`config.mk`:
```
export PLATFORM = sky130hd
export DESIGN_NAME = dual_pattern_fsm
export DESIGN_NICKNAME = d
export VERILOG_FILES = /design/src/rtl/patdet_pkg.sv /design/src/rtl/patdet_next.sv /design/src/rtl/patdet_state_reg.sv /design/src/rtl/dual_pattern_fsm.sv
export SDC_FILE = /design/constraint.sdc
export NUM_CORES = 1
export LEC_CHECK = 0
export BUFFER_PORTS_ARGS = -buffer_cell sky130_fd_sc_hd__buf_2
export CAP_MARGIN = 25
export CORE_AREA = 2 2 39 41
export DETAILED_ROUTE_END_ITERATION = 7
export DIE_AREA = 0 0 41 43
export PLACE_DENSITY = 0.3
export SYNTH_ARGS = -nofsm -noshare
export SYNTH_HDL_FRONTEND = slang
export SYNTH_SLANG_ARGS = --single-unit
```
`constraint.sdc`:
```
create_clock -name clk -period 1.45 [get_ports clk]
set_input_delay 0.2175 -clock clk [delete_from_list [all_inputs] [get_ports clk]]
set_output_delay 0.2175 -clock clk [all_outputs]
set_load 0.01 [all_outputs]
```
`src/rtl/patdet_pkg.sv`:
```
package patdet_pkg;

   typedef enum logic [1:0] {ENC_BINARY, ENC_GRAY} enc_e;

   localparam int NUM_PHASES = 7;
   localparam int PHASE_W    = $clog2(NUM_PHASES);

   // Index order puts common forward steps on adjacent Gray codes
   typedef enum logic [PHASE_W-1:0] {
      PH_IDLE  = 3'd0,
      PH_1     = 3'd1,
      PH_10    = 3'd2,
      PH_100   = 3'd3,
      PH_HIT_A = 3'd4,
      PH_101   = 3'd5,
      PH_HIT_B = 3'd6
   } phase_e;

   function automatic logic [PHASE_W-1:0] to_gray(input logic [PHASE_W-1:0] b);
      return b ^ (b >> 1);
   endfunction

   function automatic logic [PHASE_W-1:0] from_gray(input logic [PHASE_W-1:0] g);
      logic [PHASE_W-1:0] b;
      b[PHASE_W-1] = g[PHASE_W-1];
      for (int i = PHASE_W-2; i >= 0; i--) begin
         b[i] = b[i+1] ^ g[i];
      end
      return b;
   endfunction

endpackage

```
`src/rtl/patdet_next.sv`:
```
module patdet_next
   import patdet_pkg::*;
(
   input  phase_e cur,
   input  logic   bit_in,
   output phase_e nxt
);

   always_comb begin
      nxt = PH_IDLE;
      unique case (cur)
         PH_IDLE:  nxt = bit_in ? PH_1     : PH_IDLE;
         PH_1:     nxt = bit_in ? PH_1     : PH_10;
         PH_10:    nxt = bit_in ? PH_101   : PH_100;
         PH_100:   nxt = bit_in ? PH_HIT_A : PH_IDLE;
         PH_101:   nxt = bit_in ? PH_1     : PH_HIT_B;
         PH_HIT_A: nxt = bit_in ? PH_1     : PH_10;
         PH_HIT_B: nxt = bit_in ? PH_101   : PH_100;
         default:  nxt = PH_IDLE;
      endcase
   end

endmodule

```
`src/rtl/patdet_state_reg.sv`:
```
module patdet_state_reg
   import patdet_pkg::*;
#(
   parameter enc_e ENCODING = ENC_BINARY
)(
   input  logic   clk,
   input  logic   rst,
   input  phase_e nxt,
   output phase_e cur
);

   localparam int CODE_W = PHASE_W;

   logic [CODE_W-1:0] code_d;
   logic [CODE_W-1:0] code_q;
   logic [CODE_W-1:0] idx_q;

   if (CODE_W < $clog2(NUM_PHASES)) begin : g_width_check
      $error("state code too narrow for %0d phases", NUM_PHASES);
   end

   if (ENCODING == ENC_GRAY) begin : g_gray
      assign code_d = to_gray(nxt);
      assign idx_q  = from_gray(code_q);
   end else if (ENCODING == ENC_BINARY) begin : g_binary
      assign code_d = nxt;
      assign idx_q  = code_q;
   end else begin : g_bad_enc
      $error("unsupported state encoding");
      assign code_d = '0;
      assign idx_q  = '0;
   end

   always_ff @(posedge clk) begin
      if (rst) code_q <= (ENCODING == ENC_GRAY) ? to_gray(PH_IDLE) : PH_IDLE;
      else     code_q <= code_d;
   end

   assign cur = phase_e'(idx_q);

   if (ENCODING == ENC_GRAY) begin : g_gray_chk
      p_gray_step_r8: assert property (@(posedge clk) disable iff (rst)
         ((int'(idx_q) == int'($past(idx_q)) + 1) || (int'(idx_q) + 1 == int'($past(idx_q))))
         |-> ($countones(code_q ^ $past(code_q)) == 1));
   end

endmodule

```
`src/rtl/dual_pattern_fsm.sv`:
```
module dual_pattern_fsm
   import patdet_pkg::*;
#(
   parameter enc_e ENCODING = ENC_BINARY
)(
   input  logic clk,
   input  logic rst,
   input  logic serial_in,
   output logic hit_1001,
   output logic hit_1010
);

   phase_e cur;
   phase_e nxt;

   patdet_next u_next (
      .cur    (cur),
      .bit_in (serial_in),
      .nxt    (nxt)
   );

   patdet_state_reg #(.ENCODING(ENCODING)) u_state (
      .clk (clk),
      .rst (rst),
      .nxt (nxt),
      .cur (cur)
   );

   // Flags registered beside the state, so outputs come straight from flops
   always_ff @(posedge clk) begin
      if (rst) begin
         hit_1001 <= 1'b0;
         hit_1010 <= 1'b0;
      end else begin
         hit_1001 <= (nxt == PH_HIT_A);
         hit_1010 <= (nxt == PH_HIT_B);
      end
   end

   p_reset_idle_r1: assert property (@(posedge clk)
      rst |=> (cur == PH_IDLE && !hit_1001 && !hit_1010));

   p_flag_a_r2: assert property (@(posedge clk) disable iff (rst)
      (cur == PH_100 && serial_in) |=> hit_1001);

   p_flag_a_state_r2: assert property (@(posedge clk) disable iff (rst)
      hit_1001 == (cur == PH_HIT_A));

   p_flag_b_r3: assert property (@(posedge clk) disable iff (rst)
      (cur == PH_101 && !serial_in) |=> hit_1010);

   p_overlap_a_r4: assert property (@(posedge clk) disable iff (rst)
      (cur == PH_HIT_A && !serial_in) |=> (cur == PH_10));

   p_overlap_b_r5: assert property (@(posedge clk) disable iff (rst)
      (cur == PH_HIT_B && serial_in) |=> (cur == PH_101));

   p_pulse_a_r6: assert property (@(posedge clk) disable iff (rst)
      hit_1001 |=> !hit_1001);

   p_pulse_b_r6: assert property (@(posedge clk) disable iff (rst)
      hit_1010 |=> !hit_1010);

   p_exclusive_r7: assert property (@(posedge clk) disable iff (rst)
      !(hit_1001 && hit_1010));

endmodule

```
# Word-level counts from Yosys, hierarchy flattened
# Cells that the tools add are included.
[op_classes] addsub=0 mul=0 n_div=0 n_lt_le_gt_ge=0 eq_ne=8 n_shift=0 mux=6 bitwise=0 n_reduce_logical=3
[ops] operator="3-bit == test (second input constant)" n=5
[ops] operator="3-bit case mux with 5 select lines" n=1
[ops] operator="3-bit two-way mux" n=3
[ops] operator="3-bit by 2-bit == test with 1-bit output (second input constant)" n=2
[ops] operator="2-bit OR reduction" n=2
[ops] operator="3-bit by 1-bit == test with 1-bit output (second input constant)" n=1
[ops] operator="3-bit logical NOT" n=1
[ops] operator="2-bit two-way mux" n=1
[ops] operator="1-bit two-way mux" n=1
[word_totals] register_bits=5 latchBits=0 ram_bits=0 romBits=0 output_inout_bits=2 n_memories=0

# Longest topological paths before layout
# Gate-level depths: netlist (run 1).
[depth] depth_word=4 depth_mapped=3

# Cells and area by module
# Synthesis (run 1) repeated with hierarchy kept, for this count alone.
[hier_totals] cells_unflattened=16 area_unflattened_um2=185.2
[modules_own_cells] mod="patdet_state_reg" n_inst=1 cells_per_inst=6 area_each_um2=78.8 seq_area_each_um2=60.1
[modules_own_cells] mod="dual_pattern_fsm" n_inst=1 cells_per_inst=4 area_each_um2=67.6 seq_area_each_um2=40.0
[modules_own_cells] mod="patdet_next" n_inst=1 cells_per_inst=6 area_each_um2=38.8 seq_area_each_um2=0.0

# Worst setup path before layout (run 1)
# Ideal clock, no wire load.
[synth_timing] path_type="register to register" from="register u_state.code_q[0], in the netlist u_state.cur[0]" to="register u_state.code_q[2], in the netlist u_state.cur[2]" arrival_time_ns=0.844 required_ns=1.380 setup_slack_ns=0.536 path_stages_with_launch=4 path_buffers=0 path_cell_list="dfxtp_1 -> nand2_2 -> or3_1 -> a21oi_1"
[synth_via] elab_chain_len=3 elab_cells_between_ends=10
[synth_lines] item="start, declared" line="patdet_state_reg.sv:15" text="logic [CODE_W-1:0] code_q;"
[synth_lines] item="start signal, assigned" line="patdet_state_reg.sv:35" text="if (rst) code_q <= (ENCODING == ENC_GRAY) ? to_gray(PH_IDLE) : PH_IDLE;"
[synth_lines] item="start signal, assigned" line="patdet_state_reg.sv:36" text="else code_q <= code_d;"
[synth_lines] item="3-bit by 2-bit == test with 1-bit output (tied with other cells)" line="patdet_next.sv:11" text="unique case (cur)"
[synth_lines] item="2-bit OR reduction (no source line)"
[synth_lines] item="3-bit case mux with 5 select lines (*)" line="patdet_next.sv:11"
# Every way passes the cells marked *; elsewhere a longest branch is shown, timed or not.
# A chain may end at the register's enable or synchronous reset.

# Final worst setup path (run 1)
# Ends and elaborated chain as after synthesis.

==> results of run 1 <==
## layout make-up
class | count | area share
clock buffers | 4 | 0.110
inverters | 1 | 0.0157
multi-input cells | 11 | 0.288
flip-flops and latches | 5 | 0.419
well taps | 16 | 0.0838
repair buffers | 4 | 0.0838
## per-layer routing
metal	share of wire	global-route usage	wire length [µm]	vias to the layer above
met3	0.099	0.0785	33	0
met4	0	0.0200	0	0
met1	0.49	0.0418	164	60
met5	0	0	0	-
met2	0.41	0.0594	137	4
li1	-	-	-	80
## cells in the mapped netlist (all sizes together)
library cell  count
dfxtp             5
nor2              2
a2111oi           1
a21oi             1
inv               1
mux2i             1
nand2             1
nand3             1
nand4b            1
nor3              1
nor4              1
or3               1
## per-stage QoR
step	utilization	hold slack (ns)
after floorplan	-	0.287
after global placement	0.154	0.442
after detailed placement	0.154	0.447
after CTS	0.173	0.196
after global routing	0.173	0.207
final	0.173	0.203
## cell families after synthesis
kind of cell           Yosys count
AOI/OAI and AO/OA                2
buffers and inverters            1
DFF                              5
muxes                            1
and+or+nand+nor                  8
## worst max-delay path, stage by stage (launching register included)
cell and delay, ns:
dfxtp_1 0.39, nand2_2 0.08, or3_1 0.31, a21oi_1 0.14
## registers in the layout (all words and copies together), names as in the netlist
register	flops
u_state.cur	3
hit_1001	1
hit_1010	1
## report_power, final
group / internal (W) / leakage [nW] / switching (W)
registers: 0.000142 / 0.0407 / 0.00000517
clock network: 0.000104 / 0.0150 / 0.0000519
logic: 0.00000627 / 0.0368 / 0.00000672
## final timing paths
path                            slack (ns)        endpoint  cells past startpoint
worst max-delay path                  0.46  u_state.cur[2]                      3
worst min-delay path                  0.20  u_state.cur[2]                      2
worst max register to register        0.46  u_state.cur[2]                      3
worst min register to register        0.46        hit_1001                      1
==> impl_metrics.csv, run 1 <==
group,metric,value,unit
status,status,"finished clean",
cells_and_area,fin_cells,41,
placed_design,routabilityCongestion,0.643,
timing,fin_setup_tns,0,ns
clock_tree,clockRootBuffer,"clkbuf_4",
cells_and_area,layout_commonest_cell,"dfxtp_1",
critical_path,cp-end-kind,"register",
run,maxCapViolations,0,
detailed_routing,drc_errors,0,
yosys,syn-instance-count,17,
yosys,synth_xor_area_frac,0,
clock_tree,htree_levels,1,
cells_and_area,antenna_cells,0,
clock_tree,post_cts_resized,0,
clock_tree,cts_tree,"yes",
detailed_routing,wirelength,334,µm
detailed_routing,num_vias,144,
global_routing,grt_pass1_vias,129,
min_path,hp-class,"in -> reg",
detailed_routing,postRouteAntennaNets,0,
cells_and_area,areaGrowthSynthToFinish,38.4,%
timing,rsz0062_at_grt,"no",
yosys,syn_area_per_cell,10.2,µm²
critical_path,cp.required,1.62,ns
yosys,synth_cell_types,12,
timing,final_max_slew_viol_count,0,
yosys,yosys-mux-area-fraction,0.0580,
yosys,synth_top_family_by_area,"simple AND/OR/NAND/NOR gates",
critical_path,critPathMaxFanout,5,
cells_and_area,final_area,239,µm²
yosys,syn_area,173,µm²
floorplan,chipWidth,41,µm
yosys,synthSimpleGateAreaFrac,0.261,
detailed_routing,wire_per_inst,8.15,µm
yosys,synth_largest_area_cell,"dfxtp_1",
cells_and_area,mostFrequentLayoutCells,"dfxtp_1 (5), buf_2 (4), clkbuf_4 (3), nor2_1 (2)",
global_routing,grt_util_all_layers,0.0502,
clock_tree,cts_buffers,3,
power,vdd_ir_drop_max,569,µV
timing,hold_violations,0,
cells_and_area,seqCellArea,100,µm²
power,p_total,0.000316,W
detailed_routing,drtIter0Drc,4,
cells_and_area,n_fill_cell,160,
global_routing,grt-ovfl-total,0,
critical_path,worst-setup-path-type,"reg -> reg",
clock_tree,holdBufCountCts,0,
placed_design,placed_cell_area,213,µm²
yosys,yosys.area.top_type_share,0.580,
timing,fin_crit,0.986,ns
critical_path,critPathLaunch,"u_state.cur[0]",
timing,skew,0.000459,ns
power,power.leakage,0.0925,nW
yosys,synth_fp_nets,20,
timing,worst_pin_slew,0.300,ns
power,pwr_density_cell,1320,nW/µm²
cells_and_area,nets,29,
timing,finalCritPeriodShare,0.680,
placed_design,dp_worst_setup_slack,0.471,ns
detailed_routing,vias_per_cell,3.51,
yosys,synth_fa_ha_area_frac,0,
critical_path,startpoint_type,"register",
timing,layout_setup_ws,0.464,ns
yosys,synth_seq_cells,5,
timing,finalSetupViolCount,0,
cells_and_area,layout-drive-gt1-share,0.320,
clock_tree,clkTransAtPathRegs,0.04,ns
global_routing,grt_pass1_wl,503,µm
floorplan,start_util,0.125,
clock_tree,cts_setup_buffers,0,
critical_path,timing.rr.start,"u_state.cur[0]",
placed_design,port_buffers,4,
global_routing,antenna_found_initial,0,
placed_design,dpl.hpwl,245,µm
yosys,synth_warnings,0,
placed_design,dp.cells,37,
clock_tree,clkLatencyLatePin,0.23,ns
floorplan,die_area,1760,µm²
detailed_routing,first_pass_iters,2,
global_routing,grt_max_degree,8,
critical_path,cp.arrival,1.15,ns
cells_and_area,multi_input_area,68.8,µm²
yosys,synth_compound_area_frac,0.0797,
floorplan,die_y,43,µm
floorplan,ios,5,
floorplan,core,1380,µm²
timing,fmax,1010,MHz
clock_tree,cts_sinks,5,
min_path,min_from,"rst",
clock_tree,clockBufferDepth,2,
timing,slew_headroom,0.795,
yosys,yosysSeqAreaShare,0.580,
floorplan,row_count,14,
yosys,synth.area.top_cells,"dfxtp_1 (58%), mux2i_1 (5.8%), a2111oi_0 (5.1%)",
Power figures use the tool's default switching activity.
==> run 2: changes to the inputs <==
ABC_AREA = 1   (was default)
clock period = 0.9 ns   (was 1.45 ns; I/O delays follow)
==> run 2 against run 1 <==
Effect of this change:
- non-clock buffer count unchanged
- wire length up 2.7%
- hold slack worse by 0.097 ns
- synthesized cell count up 35%
- synthesized area up 10%
- highest routed layer unchanged
- final cell count up 15%
- largest cell class unchanged
- die area unchanged
- cell area up 7.3%
- first-iteration DRC count down 100%
- power up 69%
- clock-buffer cell count unchanged
==> impl_metrics.csv, run 2 <==
group,metric,value,unit
power,intPower,0.000413,W
timing,worst_pin_slew,0.178,ns
critical_path,reg2reg_to,"u_state.cur[1]",
clock_tree,clockRootBuffer,"clkbuf_4",
cells_and_area,layout-drive-gt1-share,0.323,
run,maxCapViolations,0,
clock_tree,clockBufferDepth,2,
timing,skew,0.00138,ns
clock_tree,cts_buffers,3,
global_routing,grt_pass1_vias,165,
yosys,syn-instance-count,23,
critical_path,crit_chain,"inv_1 > nand2_1 > nand2_1 > nand2_1 > nor2_2",
detailed_routing,first_pass_iters,1,
power,p_sw,0.000120,W
power,p_seq_frac,0.453,
critical_path,path_delay_family,"flip-flops",
power,power.leakage,0.109,nW
critical_path,critPathBufInv,1,
yosys,synth-main-ff-cell,"dfxtp_1",
yosys,synthTopCellsByCount,"dfxtp_1 (5), nand2_1 (5), a21oi_1 (2), inv_1 (2), nand3_1 (2)",
timing,hold_violations,0,
global_routing,grt_max_degree,7,
clock_tree,cts_setup_buffers,0,
floorplan,chipWidth,41,µm
power,power.share.switching,0.225,
critical_path,startpoint_type,"register",
detailed_routing,vias_per_cell,3.70,
timing,slew_headroom,0.881,
placed_design,routabilityCongestion,0.653,
power,p_total,0.000533,W
clock_tree,post_cts_resized,0,
placed_design,dpl.hpwl,262,µm
timing,final_max_slew_viol_count,0,
critical_path,slowest_stage,"dfxtp_1",
yosys,yosysSeqAreaShare,0.526,
timing,finalCritPeriodShare,0.877,
timing,fin_setup_tns,0,ns
detailed_routing,postRouteAntennaNets,0,
detailed_routing,drtIter0Drc,0,
cells_and_area,nets,35,
min_path,hold_path_depth,2,
cells_and_area,n_fill_cell,164,
power,comb_power_share,0.065,
critical_path,rrSetupSlack,0.11,ns
clock_tree,htree_levels,1,
critical_path,cp.arrival,0.92,ns
clock_tree,cts_sinks,5,
yosys,synth.area.top_cells,"dfxtp_1 (53%), nand2_1 (9.9%), nor4_2 (6.6%)",
yosys,synth_cell_types,12,
min_path,hp-class,"in -> reg",
power,clkPwrFrac,0.482,
timing,timing.hold.ws,0.106,ns
global_routing,antenna_found_initial,0,
floorplan,row_count,14,
power,pwr_density_cell,2080,nW/µm²
critical_path,worst-setup-path-type,"reg -> reg",
min_path,hold-path-endpoint,"hit_1010",
min_path,min_from,"serial_in",
critical_path,critPathMaxFanout,6,
placed_design,port_buffers,4,
critical_path,critPathMaxStageDelay,0.40,ns
yosys,synth_largest_area_cell,"dfxtp_1",
floorplan,ios,5,
clock_tree,clkTransAtPathRegs,0.04,ns
detailed_routing,wirelength,343,µm
yosys,async_flop_share,0,
yosys,yosys.area.top_type_share,0.526,
global_routing,grt_pass1_wl,586,µm
timing,fin_crit,0.789,ns
clock_tree,clkLatencyLatePin,0.24,ns
cells_and_area,antenna_cells,0,
critical_path,cp.required,1.03,ns
floorplan,die_area,1760,µm²
floorplan,core,1380,µm²
critical_path,timing.rr.start,"u_state.cur[0]",
yosys,synth_fp_nets,26,
clock_tree,holdBufCountCts,0,
detailed_routing,drc_errors,0,
yosys,synth_seq_cells,5,
clock_tree,cts_tree,"yes",
cells_and_area,areaGrowthSynthToFinish,34.9,%
yosys,syn_area,190,µm²
yosys,synth_edf_count,0,
cells_and_area,mostFrequentLayoutCells,"nand2_1 (5), dfxtp_1 (5), buf_2 (4), clkbuf_4 (3)",
floorplan,die_y,43,µm
cells_and_area,largest_reg_flops,3,
power,vdd_ir_drop_max,360,µV
detailed_routing,wire_per_inst,7.30,µm
timing,layout_setup_ws,0.111,ns
timing,rsz0062_at_grt,"no",
critical_path,reg2reg_depth,5,
critical_path,cpMostUsedCell,"nand2_1",
status,status,"finished clean",
detailed_routing,num_vias,174,
timing,finalSetupViolCount,0,
cells_and_area,fin_util,0.185,
yosys,synth_warnings,0,
global_routing,grt-ovfl-total,0,
placed_design,dp_worst_setup_slack,0.126,ns
global_routing,grt_util_all_layers,0.0542,
timing,fmax,1270,MHz
yosys,syn_area_per_cell,8.27,µm²
floorplan,start_util,0.137,
critical_path,cp-end-kind,"register",
[run 2: cell types whose count changed in the layout (fill, tap and decap cells not counted), sizes merged]
cell | previous run | this run
nand4b | 1 | 0
a21oi | 1 | 2
or3 | 1 | 0
nand3b | 0 | 1
mux2i | 1 | 0
nand3 | 1 | 2
o21ai | 0 | 1
nand2 | 1 | 5
inv | 1 | 3
a2111oi | 1 | 0
[run 2: per-layer routing]
metal	track usage	wire length, µm	vias up	part of all wire
met2	0.0719	165	4	0.48
met4	0.0600	0	0	0
met3	0.0314	41	0	0.12
li1	-	-	92	-
met5	0	0	-	0
met1	0.0514	136	78	0.40
[run 2: final cells by class]
class / count / area (µm²) / area share
multi-input combinational: 15 / 78.8 / 0.307
clock buffer: 4 / 26.3 / 0.102
inverter: 3 / 11.3 / 0.0439
tap: 16 / 20.0 / 0.0780
timing repair buffer: 4 / 20.0 / 0.0780
sequential: 5 / 100 / 0.390
[run 2: worst max-delay path by stage]
| stage | start | endpoint | slack [ns] | cells past startpoint |
|---|---|---|---|---|
| detailed placement | u_state.cur[0] | u_state.cur[1] | 0.13 | 5 |
| global placement | u_state.cur[0] | u_state.cur[1] | 0.1 | 5 |
| floorplan | u_state.cur[0] | u_state.cur[1] | 0.17 | 5 |
| finish | u_state.cur[0] | u_state.cur[1] | 0.11 | 5 |
| CTS | hit_1010 | hit_1010 | 0.10 | 1 |
| global route | u_state.cur[0] | u_state.cur[1] | 0.03 | 5 |
[run 2: cells by family (layout without fill, tap and decap cells)]
| family | count (synthesis) | after routing | share of synthesized area |
|---|---|---|---|
| flip-flops | 5 | 5 | 0.526 |
| AO/OA/AOI/OAI | 3 | 3 | 0.0789 |
| AND/OR/NAND/NOR | 12 | 12 | 0.336 |
| buffers and inverters | 3 | 11 | 0.0592 |
[run 2: worst register-to-register path: stages, from the launching register on]
cell     delay [ns]
dfxtp_1        0.40
inv_1          0.06
nand2_1        0.07
nand2_1        0.05
nand2_1        0.06
nor2_2         0.03
[run 2: power groups by stage]
stage                     Combinational [W]  Sequential, W  Clock (W)
final                             0.0000346       0.000242   0.000257
after global routing              0.0000411       0.000243   0.000294
after CTS                         0.0000355       0.000242   0.000273
after detailed placement          0.0000352       0.000246          0
after global placement            0.0000361       0.000246          0
after floorplan                   0.0000226       0.000244          0
[run 2: through the flow]
step	cells	cell area (µm²)
2_1_floorplan	23	190
3_3_place_gp	43	230
3_5_place_dp	43	230
4_1_cts	47	256
5_1_grt	47	256
6_report	47	256
==> run 3: changes to the inputs <==
ABC_AREA = default   (was 1)
==> run 3 against run 2 <==
Effect of this change:
- the flow now finishes with violations (negative setup slack)
- clock power about the same
- first-iteration DRC count grew 1
- highest routed layer unchanged
- cell area increased by 15%
- via count increased by 1.1%
- die area did not move
- clock-buffer cell count did not move
- hold slack better by 0.0051 ns
- sequential cell count stayed put
- non-clock buffer count up 5
- worst setup slack lost 0.15 ns
- sequential share of layout area shrank 2.2 points
==> impl_metrics.csv, run 3 (synthesized netlist as in run 1, its figures left out) <==
group,metric,value,unit
critical_path,startpoint_type,"register",
critical_path,cp.required,1.07,ns
critical_path,reg2reg_depth,2,
critical_path,cp.arrival,1.11,ns
cells_and_area,nets,34,
cells_and_area,mostFrequentLayoutCells,"buf_4 (5), buf_2 (4), clkbuf_4 (3)",
timing,rsz0062_at_grt,"yes",
detailed_routing,wire_per_inst,9.39,µm
global_routing,grt_max_degree,7,
clock_tree,clkTransAtPathRegs,0.05,ns
timing,finalCritPeriodShare,1.04,
clock_tree,clockRootBuffer,"clkbuf_4",
floorplan,start_util,0.125,
min_path,min_from,"rst",
detailed_routing,drc_errors,0,
clock_tree,htree_levels,1,
detailed_routing,first_pass_iters,3,
cells_and_area,fin_util,0.213,
floorplan,die_area,1760,µm²
critical_path,critPathMaxStageDelay,0.39,ns
clock_tree,cts_tree,"yes",
timing,worst_pin_slew,0.300,ns
detailed_routing,wirelength,432,µm
clock_tree,clockBufferDepth,2,
clock_tree,clkLatencyLatePin,0.24,ns
cells_and_area,largest_reg_flops,3,
clock_tree,cts_sinks,5,
cells_and_area,areaGrowthSynthToFinish,71.0,%
critical_path,rrSetupSlack,-0.04,ns
power,power.leakage,0.122,nW
timing,fin_crit,0.937,ns
min_path,hp-class,"in -> reg",
floorplan,die_y,43,µm
detailed_routing,postRouteAntennaNets,0,
timing,fin_setup_tns,-0.0371,ns
timing,hold_violations,0,
critical_path,timing.rr.start,"u_state.cur[1]",
timing,final_max_slew_viol_count,0,
cells_and_area,antenna_cells,0,
critical_path,crit_chain,"or3_4 > a21oi_2",
detailed_routing,vias_per_cell,3.83,
timing,fmax,1070,MHz
critical_path,slowest_stage,"or3_4",
status,violations,"negative setup slack",
min_path,hold-path-endpoint,"u_state.cur[2]",
global_routing,grt-ovfl-total,0,
critical_path,cp-end-kind,"register",
run,maxCapViolations,0,
timing,finalSetupViolCount,1,
cells_and_area,layout_commonest_cell,"buf_4",
placed_design,routabilityCongestion,0.693,
critical_path,critPathMaxFanout,5,
global_routing,antenna_found_initial,0,
status,status,"finished with violations",
clock_tree,cts_buffers,3,
timing,slew_headroom,0.800,
floorplan,ios,5,
cells_and_area,layout-drive-gt1-share,0.600,
timing,layout_setup_ws,-0.0371,ns
global_routing,grt_pass1_wl,627,µm
timing,skew,0.00225,ns
floorplan,core,1380,µm²
critical_path,worst-setup-path-type,"reg -> reg",
power,p_total,0.000531,W
clock_tree,holdBufCountCts,0,
placed_design,port_buffers,4,
detailed_routing,num_vias,176,
floorplan,row_count,14,
floorplan,chipWidth,41,µm
min_path,hold_path_depth,2,
power,pwr_density_cell,1800,nW/µm²
global_routing,grt_pass1_vias,160,
power,vdd_ir_drop_max,426,µV
detailed_routing,drtIter0Drc,1,
global_routing,grt_util_all_layers,0.0594,
critical_path,reg2reg_to,"u_state.cur[2]",
[run 3: changes by cell type in the layout (fill, tap and decap cells not counted), moves of 2 or more]
cell,change
buf_4,+5
dfxtp_1,-3
a21oi_1,-2
dfxtp_4,+2
nand2_1,-5
[run 3: area by class of cell]
| class | instances | area (µm²) |
|---|---|---|
| well taps | 16 | 20.0 |
| clock buffers | 4 | 26.3 |
| repair buffers | 9 | 57.6 |
| multi-input cells | 11 | 78.8 |
| inverters | 1 | 3.75 |
| fillers | 164 | 1090 |
| flip-flops and latches | 5 | 109 |
[run 3: critical path: cells and delay by family, from the launching register on]
kind / cells / cell delay (ns)
flops: 1 / 0.35
simple gates: 1 / 0.39
compound gates: 1 / 0.13
[run 3: where the power goes]
group	switching (W)	internal [W]
logic	0.0000173	0.0000200
clock network	0.0000926	0.000168
registers	0.00000721	0.000226
total	0.000117	0.000414
[run 3: per-stage QoR]
stage               worst slack, ns  hold WS (ns)  area (µm²)  cells
floorplan                   0.00822         0.200         174     17
global placement            -0.0261         0.357         236     40
detailed placement          -0.0341         0.367         236     40
CTS                        -0.00302         0.109         277     45
global route                -0.0784         0.107         295     46
finish                      -0.0371         0.111         295     46
[run 3: timing repair]
item / in CTS / in global routing
gates resized for setup: 3 / 4
endpoints found under the setup margin: 2 / 2
setup buffers: 1 / 1
pin swaps: 1 / 1
[run 3: routing by layer]
layer / global-route usage / vias to the layer above / part of all wire
met2: 0.0625 / 4 / 0.51
met1: 0.0682 / 80 / 0.40
met5: 0 / - / 0
met3: 0.0314 / 0 / 0.086
li1: - / 92 / -
met4: 0.0800 / 0 / 0
[run 3: worst max-delay path by stage]
| stage | startpoint | endpoint | cells past startpoint |
|---|---|---|---|
| floorplan | u_state.cur[1] | u_state.cur[2] | 2 |
| global placement | u_state.cur[1] | u_state.cur[2] | 2 |
| detailed placement | u_state.cur[1] | u_state.cur[2] | 2 |
| CTS | u_state.cur[1] | u_state.cur[2] | 2 |
| global route | u_state.cur[0] | u_state.cur[2] | 3 |
| finish | u_state.cur[1] | u_state.cur[2] | 2 |
